$ cat config.mk
export PLATFORM = sky130hd
export DESIGN_NAME = npc_select
export DESIGN_NICKNAME = d
export VERILOG_FILES = /design/src/rtl/npc_pkg.sv /design/src/rtl/npc_decode.sv /design/src/rtl/npc_targets.sv /design/src/rtl/npc_select.sv
export SDC_FILE = /design/constraint.sdc
export NUM_CORES = 1
export LEC_CHECK = 0
export BUFFER_PORTS_ARGS = -buffer_cell sky130_fd_sc_hd__buf_2
export CORE_ASPECT_RATIO = 0.8
export CORE_UTILIZATION = 35
export DETAILED_ROUTE_END_ITERATION = 10
export GPL_TIMING_DRIVEN = 1
export PLACE_DENSITY = 0.65
export SYNTH_ARGS = -nofsm -noshare
export SYNTH_HDL_FRONTEND = slang
export SYNTH_SLANG_ARGS = --single-unit
$ cat constraint.sdc
create_clock -name vclk -period 5.2
set_input_delay 0 -clock vclk [all_inputs]
set_output_delay 0 -clock vclk [all_outputs]
set_load 0.03 [all_outputs]
$ cat src/rtl/npc_pkg.sv
package npc_pkg;
    typedef enum logic [2:0] {
        FLOW_SEQ,
        FLOW_BEQ,
        FLOW_BNE,
        FLOW_JMP,
        FLOW_JAL,
        FLOW_JREG
    } flow_e;

    localparam logic [5:0] OPC_SPECIAL = 6'd0;
    localparam logic [5:0] OPC_JMP     = 6'd2;
    localparam logic [5:0] OPC_JAL     = 6'd3;
    localparam logic [5:0] OPC_BEQ     = 6'd4;
    localparam logic [5:0] OPC_BNE     = 6'd5;
    localparam logic [5:0] FN_JREG     = 6'd8;
endpackage

$ cat src/rtl/npc_decode.sv
module npc_decode
    import npc_pkg::*;
(
    input  logic [5:0] opcode,
    input  logic [5:0] funct,
    output flow_e      kind
);
    always_comb begin
        kind = FLOW_SEQ;
        unique case (opcode)
            OPC_SPECIAL: kind = (funct == FN_JREG) ? FLOW_JREG : FLOW_SEQ;
            OPC_JMP:     kind = FLOW_JMP;
            OPC_JAL:     kind = FLOW_JAL;
            OPC_BEQ:     kind = FLOW_BEQ;
            OPC_BNE:     kind = FLOW_BNE;
            default:     kind = FLOW_SEQ;
        endcase
    end
endmodule

$ cat src/rtl/npc_targets.sv
module npc_targets #(
    parameter int ADDR_W = 32,
    parameter int IMM_W  = 16,
    parameter int JIDX_W = 26
) (
    input  logic [ADDR_W-1:0] pc,
    input  logic [IMM_W-1:0]  br_off,
    input  logic [JIDX_W-1:0] jidx,
    output logic [ADDR_W-1:0] seq_addr,
    output logic [ADDR_W-1:0] br_addr,
    output logic [ADDR_W-1:0] jmp_addr
);
    localparam int EXT_W = ADDR_W - IMM_W - 2;
    localparam int HI_W  = ADDR_W - JIDX_W - 2;

    logic [ADDR_W-1:0] br_disp;

    always_comb begin
        seq_addr = pc + ADDR_W'(4);
        br_disp  = {{EXT_W{br_off[IMM_W-1]}}, br_off, 2'b00};
        br_addr  = seq_addr + br_disp;
        jmp_addr = {seq_addr[ADDR_W-1 -: HI_W], jidx, 2'b00};
    end
endmodule

$ cat src/rtl/npc_select.sv
module npc_select
    import npc_pkg::*;
#(
    parameter int ADDR_W    = 32,
    parameter int IMM_W     = 16,
    parameter int JIDX_W    = 26,
    parameter int RIDX_W    = 5,
    parameter int LINK_IDX  = 31
) (
    input  logic [ADDR_W-1:0] pc_now,
    input  logic [31:0]       instr_word,
    input  logic [ADDR_W-1:0] rs_value,
    input  logic              rs_eq_rt,
    output logic [ADDR_W-1:0] next_pc,
    output logic [ADDR_W-1:0] link_value,
    output logic              link_we,
    output logic [RIDX_W-1:0] link_reg
);
    flow_e             kind;
    logic [ADDR_W-1:0] seq_addr, br_addr, jmp_addr;

    npc_decode u_dec (
        .opcode (instr_word[31:26]),
        .funct  (instr_word[5:0]),
        .kind   (kind)
    );

    npc_targets #(.ADDR_W(ADDR_W), .IMM_W(IMM_W), .JIDX_W(JIDX_W)) u_tgt (
        .pc       (pc_now),
        .br_off   (instr_word[IMM_W-1:0]),
        .jidx     (instr_word[JIDX_W-1:0]),
        .seq_addr (seq_addr),
        .br_addr  (br_addr),
        .jmp_addr (jmp_addr)
    );

    always_comb begin
        next_pc = seq_addr;
        link_we = 1'b0;
        unique case (kind)
            FLOW_SEQ:  next_pc = seq_addr;
            FLOW_BEQ:  next_pc = rs_eq_rt ? br_addr : seq_addr;
            FLOW_BNE:  next_pc = rs_eq_rt ? seq_addr : br_addr;
            FLOW_JMP:  next_pc = jmp_addr;
            FLOW_JAL: begin
                next_pc = jmp_addr;
                link_we = 1'b1;
            end
            FLOW_JREG: next_pc = rs_value;
            default:   next_pc = seq_addr;
        endcase
        link_value = seq_addr;
        link_reg   = RIDX_W'(LINK_IDX);
    end
endmodule

==> results of run 1 <==
==> critical path, stage by stage <==
cell and delay [ns]:
buf_2 0.12, ha_1 0.23, nand4_1 0.25, nor2_1 0.23
nand4_1 0.14, xnor2_1 0.39, ha_1 0.37, inv_1 0.16
nor2_1 0.12, a221oi_1 0.39, o2111ai_1 0.25, a21oi_1 0.32
o21ai_0 0.17, xnor2_1 0.17, o21ai_1 0.13, buf_2 0.21
==> stage by stage <==
step	util, %	hold WS (ns)
2_1_floorplan	-	0.1197
3_3_place_gp	46.38	0.2665
3_5_place_dp	46.38	0.2713
4_1_cts	46.38	0.2713
5_1_grt	46.38	0.2724
6_report	46.38	0.2696
==> synth_stat cells (all sizes together) (6+ instances only) <==
| cell | n |
|---|---|
| a21o | 14 |
| a21oi | 29 |
| a222oi | 26 |
| a31oi | 6 |
| and3 | 10 |
| buf | 16 |
| clkbuf | 10 |
| ha | 34 |
| inv | 16 |
| nand2 | 39 |
| nand3 | 25 |
| nand4 | 9 |
| nor2 | 34 |
| nor3 | 8 |
| o211ai | 6 |
| o21ai | 36 |
| xnor2 | 35 |
| xor2 | 17 |
==> logic make-up (layout without fill, tap and decap cells) <==
group           count (synthesis)  count (layout)  share of synthesized area, %
compound gates                151             151                         36.74
xor+xnor                       52              52                         15.42
fa+ha+maj                      35              35                         15.08
buf+inv                        43             179                         8.305
mux                             3               3                         1.017
other cells                     1               5                        0.1270
simple gates                  143             143                         23.31
==> routing by layer <==
metal,up-vias,share of wire [%]
met1,1813,49
met2,207,42
met5,-,0
li1,1922,-
met3,10,8.0
met4,0,0.87
==> worst paths after layout <==
| kind | endpoint | slack (ns) |
|---|---|---|
| setup / recovery | next_pc[27] | 1.56 |
| hold / removal | link_value[0] | 0.27 |
==> layout make-up <==
cell class | instances | share of cell area, %
timing repair buffer | 163 | 21.90
tap | 108 | 3.617
inverter | 16 | 1.608
multi-input combinational | 389 | 72.87
==> power breakdown <==
part / internal [mW] / switching, mW
Sequential: 0 / 0
Clock: 0 / 0
Combinational: 0.163 / 0.276
Total: 0.163 / 0.276
==> impl_metrics.tcl, run 1 <==
set metrics [dict create \
    cts_setup_buffers 0 \
    max-vdd-ir-drop_v 0.00006969 \
    core_area_um2 8055 \
    dieArea_um2 8810 \
    worstSetupStartpointType "input pin" \
    die_width_um 104.7 \
    grt_max_degree 35 \
    multiInputGateArea_um2 2723 \
    final_max_slew_viol_count 0 \
    yosysWarnings 0 \
    startpoint "pc_now[2]" \
    synth_area_um2 2953 \
    wirelength_mm 10.94 \
    post_cts_resized 0 \
    synthCells 428 \
    gp_congestion 1.027 \
    route.detailed.drc 0 \
    nets 702 \
    seq_cells 0 \
    p_per_area_nw_per_um2 117.4 \
    post_dp_cell_area_um2 3736 \
    drt_pass1_iterations 5 \
    rsz0062_at_grt "no" \
    netlist.area_leader.share_pct 14.41 \
    criticalPathCategory "input pin to primary output" \
    n_antenna_cell 0 \
    drt_iter0_drc 350 \
    grtUsageMet3_pct 1.708 \
    first_global_vias 3521 \
    die_h_um 84.16 \
    postSynthAreaPerCell_um2 6.899 \
    fin_setup_tns_ns 0 \
    track_usage_pct 23.06 \
    max_freq_ghz 0.2748 \
    wl_per_cell_um 16.19 \
    relSlewSlack_pct 16.96 \
    viasPerCell 5.846 \
    grt-busiest-layer "met2" \
    critPathRequiredTime_ns 5.20 \
    status "finished, final reports clean" \
    crit_fanout 6 \
    via_count 3952 \
    end_kind "primary output" \
    fillers 869 \
    start_util_pct 36.66 \
    grt_pass1_wl_mm 16.97 \
    min_period_over_period_pct 69.97 \
    place_hpwl_mm 8.917 \
    drive_gt1_share_pct 30.81 \
    grt.overflow.total 0 \
    hold_class "input pin to primary output" \
    area_growth_pct 26.53 \
    worst_pin_slew_ns 1.241 \
    p_total_mw 0.4387 \
    layout_common_cells "buf_2 (162), nand2_1 (39), xnor2_1 (35), nor2_1 (34), ha_1 (34)" \
    leakage_nw 1.787 \
    grt_antenna_before_repair 0 \
    placedCellCount 676 \
    yosys.area.top_type "ha_1" \
    drtAntennaViolNets 0 \
    worstHoldPathCells 2 \
    cts_hold_buf 0 \
    yosysSeqAreaShare_pct 0 \
    rows 29 \
    hold_start "pc_now[0]" \
    seq_area_um2 0 \
    io_pins 167 \
    arrival_ns 3.64 \
    setup_violations 0 \
    min_period_ns 3.639 \
    hold_viol_final 0 \
    dpl_worst_slack_ns 1.643 \
    synthTopCellsByArea "ha_1 (14%), xnor2_1 (10%), a222oi_1 (8.8%)" \
    io_buffers 162 \
    yosys.cell_types.count 59 \
    use_met1_pct 33.60 \
    fin_cells 676 \
    layout_commonest_cell "buf_2" \
    postLayoutSetupSlackWorst_ns 1.561 \
    max-cap-violations 0 \
    use_met2_pct 38.47 \
    nClkBuffers 0 \
    stdcell_area_um2 3736 \
]
Power figures use the tool's default switching activity.
==> run 2, diff against run 1 <==
--- a/config.mk
+++ b/config.mk
@@ -10,7 +10,7 @@
 export CORE_UTILIZATION = 35
 export DETAILED_ROUTE_END_ITERATION = 10
 export GPL_TIMING_DRIVEN = 1
-export PLACE_DENSITY = 0.65
+export PLACE_DENSITY = 0.67
 export SYNTH_ARGS = -nofsm -noshare
 export SYNTH_HDL_FRONTEND = slang
 export SYNTH_SLANG_ARGS = --single-unit
==> constraint.sdc (replaced) <==
create_clock -name vclk -period 3.16
set_input_delay 0 -clock vclk [all_inputs]
set_output_delay 0 -clock vclk [all_outputs]
set_load 0.03 [all_outputs]
==> impl_metrics.tcl, run 2 (synthesis results as in run 1) <==
set metrics [dict create \
    start_util_pct 36.66 \
    dieArea_um2 8810 \
    seq_area_um2 0 \
    first_global_vias 3815 \
    wl_per_cell_um 16.21 \
    route.detailed.drc 0 \
    max-vdd-ir-drop_v 0.00009327 \
    seq_cells 0 \
    fillers 800 \
    grt_pass1_wl_mm 18.59 \
    hold_viol_final 0 \
    end_kind "primary output" \
    criticalPathCategory "input pin to primary output" \
    place_hpwl_mm 9.741 \
    hold_end "link_value[0]" \
    min_period_ns 3.052 \
    io_pins 167 \
    via_count 4255 \
    die_width_um 104.7 \
    relSlewSlack_pct 59.76 \
    min_period_over_period_pct 96.58 \
    die_h_um 84.16 \
    nClkBuffers 0 \
    hold_start "pc_now[0]" \
    status "finished, final reports clean" \
    placedCellCount 744 \
    layout_commonest_cell "buf_2" \
    n_antenna_cell 0 \
    worst_pin_slew_ns 0.6036 \
    drt_iter0_drc 325 \
    p_total_mw 0.8459 \
    grt.overflow.total 0 \
    worstSetupStartpointType "input pin" \
    layout_common_cells "buf_2 (159), buf_4 (75), nand2_1 (38), nor2_1 (34), ha_1 (30)" \
    drtAntennaViolNets 0 \
    leakage_nw 2.243 \
    rsz0062_at_grt "yes" \
    viasPerCell 5.681 \
    track_usage_pct 25.35 \
    worstHoldPathCells 2 \
    max-cap-violations 0 \
    max_freq_ghz 0.3277 \
    crit_fanout 5 \
    fin_setup_tns_ns 0 \
    wirelength_mm 12.14 \
    gp_congestion 0.9550 \
    final_max_slew_viol_count 0 \
    core_area_um2 8055 \
    hold_class "input pin to primary output" \
    drive_gt1_share_pct 44.62 \
    area_growth_pct 53.31 \
    rows 29 \
    fin_cells 749 \
    grt_max_degree 35 \
    io_buffers 162 \
    arrival_ns 3.05 \
    drt_pass1_iterations 6 \
    grt_antenna_before_repair 0 \
    critPathRequiredTime_ns 3.16 \
    nets 775 \
    setup_violations 0 \
    p_per_area_nw_per_um2 186.9 \
]
run 2: cell count changes in the layout (fill, tap and decap cells not counted), sizes merged:
| cell | previous run | this run |
|---|---|---|
| clkbuf | 0 | 1 |
| buf | 163 | 235 |
run 2: worst max-delay path by stage:
| stage | start | endpoint |
|---|---|---|
| after global placement | pc_now[2] | next_pc[31] |
| after detailed placement | pc_now[5] | next_pc[31] |
| after global routing | pc_now[6] | next_pc[28] |
| final | pc_now[6] | next_pc[29] |
| after floorplan | pc_now[10] | next_pc[31] |
| after CTS | pc_now[9] | next_pc[31] |
run 2: area by class of cell:
| class | count | area (µm²) | share of cell area (%) |
|---|---|---|---|
| multi-input combinational | 389 | 2954 | 65.26 |
| timing repair buffer | 236 | 1378 | 30.43 |
| tap | 108 | 135.1 | 2.985 |
| inverter | 16 | 60.06 | 1.327 |
run 2: metrics by stage:
stage	setup slack (ns)	hold slack, ns	area, µm²	util (%)
after floorplan	-0.1975	0.1197	3028	-
final	0.1080	0.2671	4527	56.20
after detailed placement	-0.03117	0.2673	4307	53.46
after global placement	0.002937	0.2694	4307	53.46
after CTS	0.01983	0.2685	4320	53.63
after global routing	-0.04832	0.2727	4527	56.20
run 2: power by group:
part / internal (mW) / total, mW / switching, mW
combinational: 0.356 / 0.846 / 0.490
clock: 0 / 0 / 0
sequential: 0 / 0 / 0
run 2: timing repair:
item | CTS | global route
buffers inserted | 1 | 4
setup endpoints to repair | 1 | 10
pin swaps | 1 | 15
endpoints found under the hold margin | 0 | 0
hold buffers | 0 | 0
gates resized for setup | 1 | 40
run 2: worst max-delay path: stages:
cell	delay, ns
buf_2	0.12
and3_4	0.19
nand4_1	0.10
buf_6	0.16
nor2_1	0.11
nand2_1	0.11
xnor2_2	0.19
ha_1	0.36
nand4_1	0.16
nor3_2	0.22
o21ai_0	0.12
o21ai_1	0.11
buf_4	0.14
o2111ai_1	0.17
a31oi_1	0.24
mux2i_1	0.26
o21ai_1	0.09
buf_2	0.20
run 2: per-layer routing:
layer / wire, µm / global-route usage (%)
met5: 0 / 0
met4: 134 / 3.201
met3: 1111 / 2.407
met2: 5390 / 42.32
met1: 5506 / 36.17
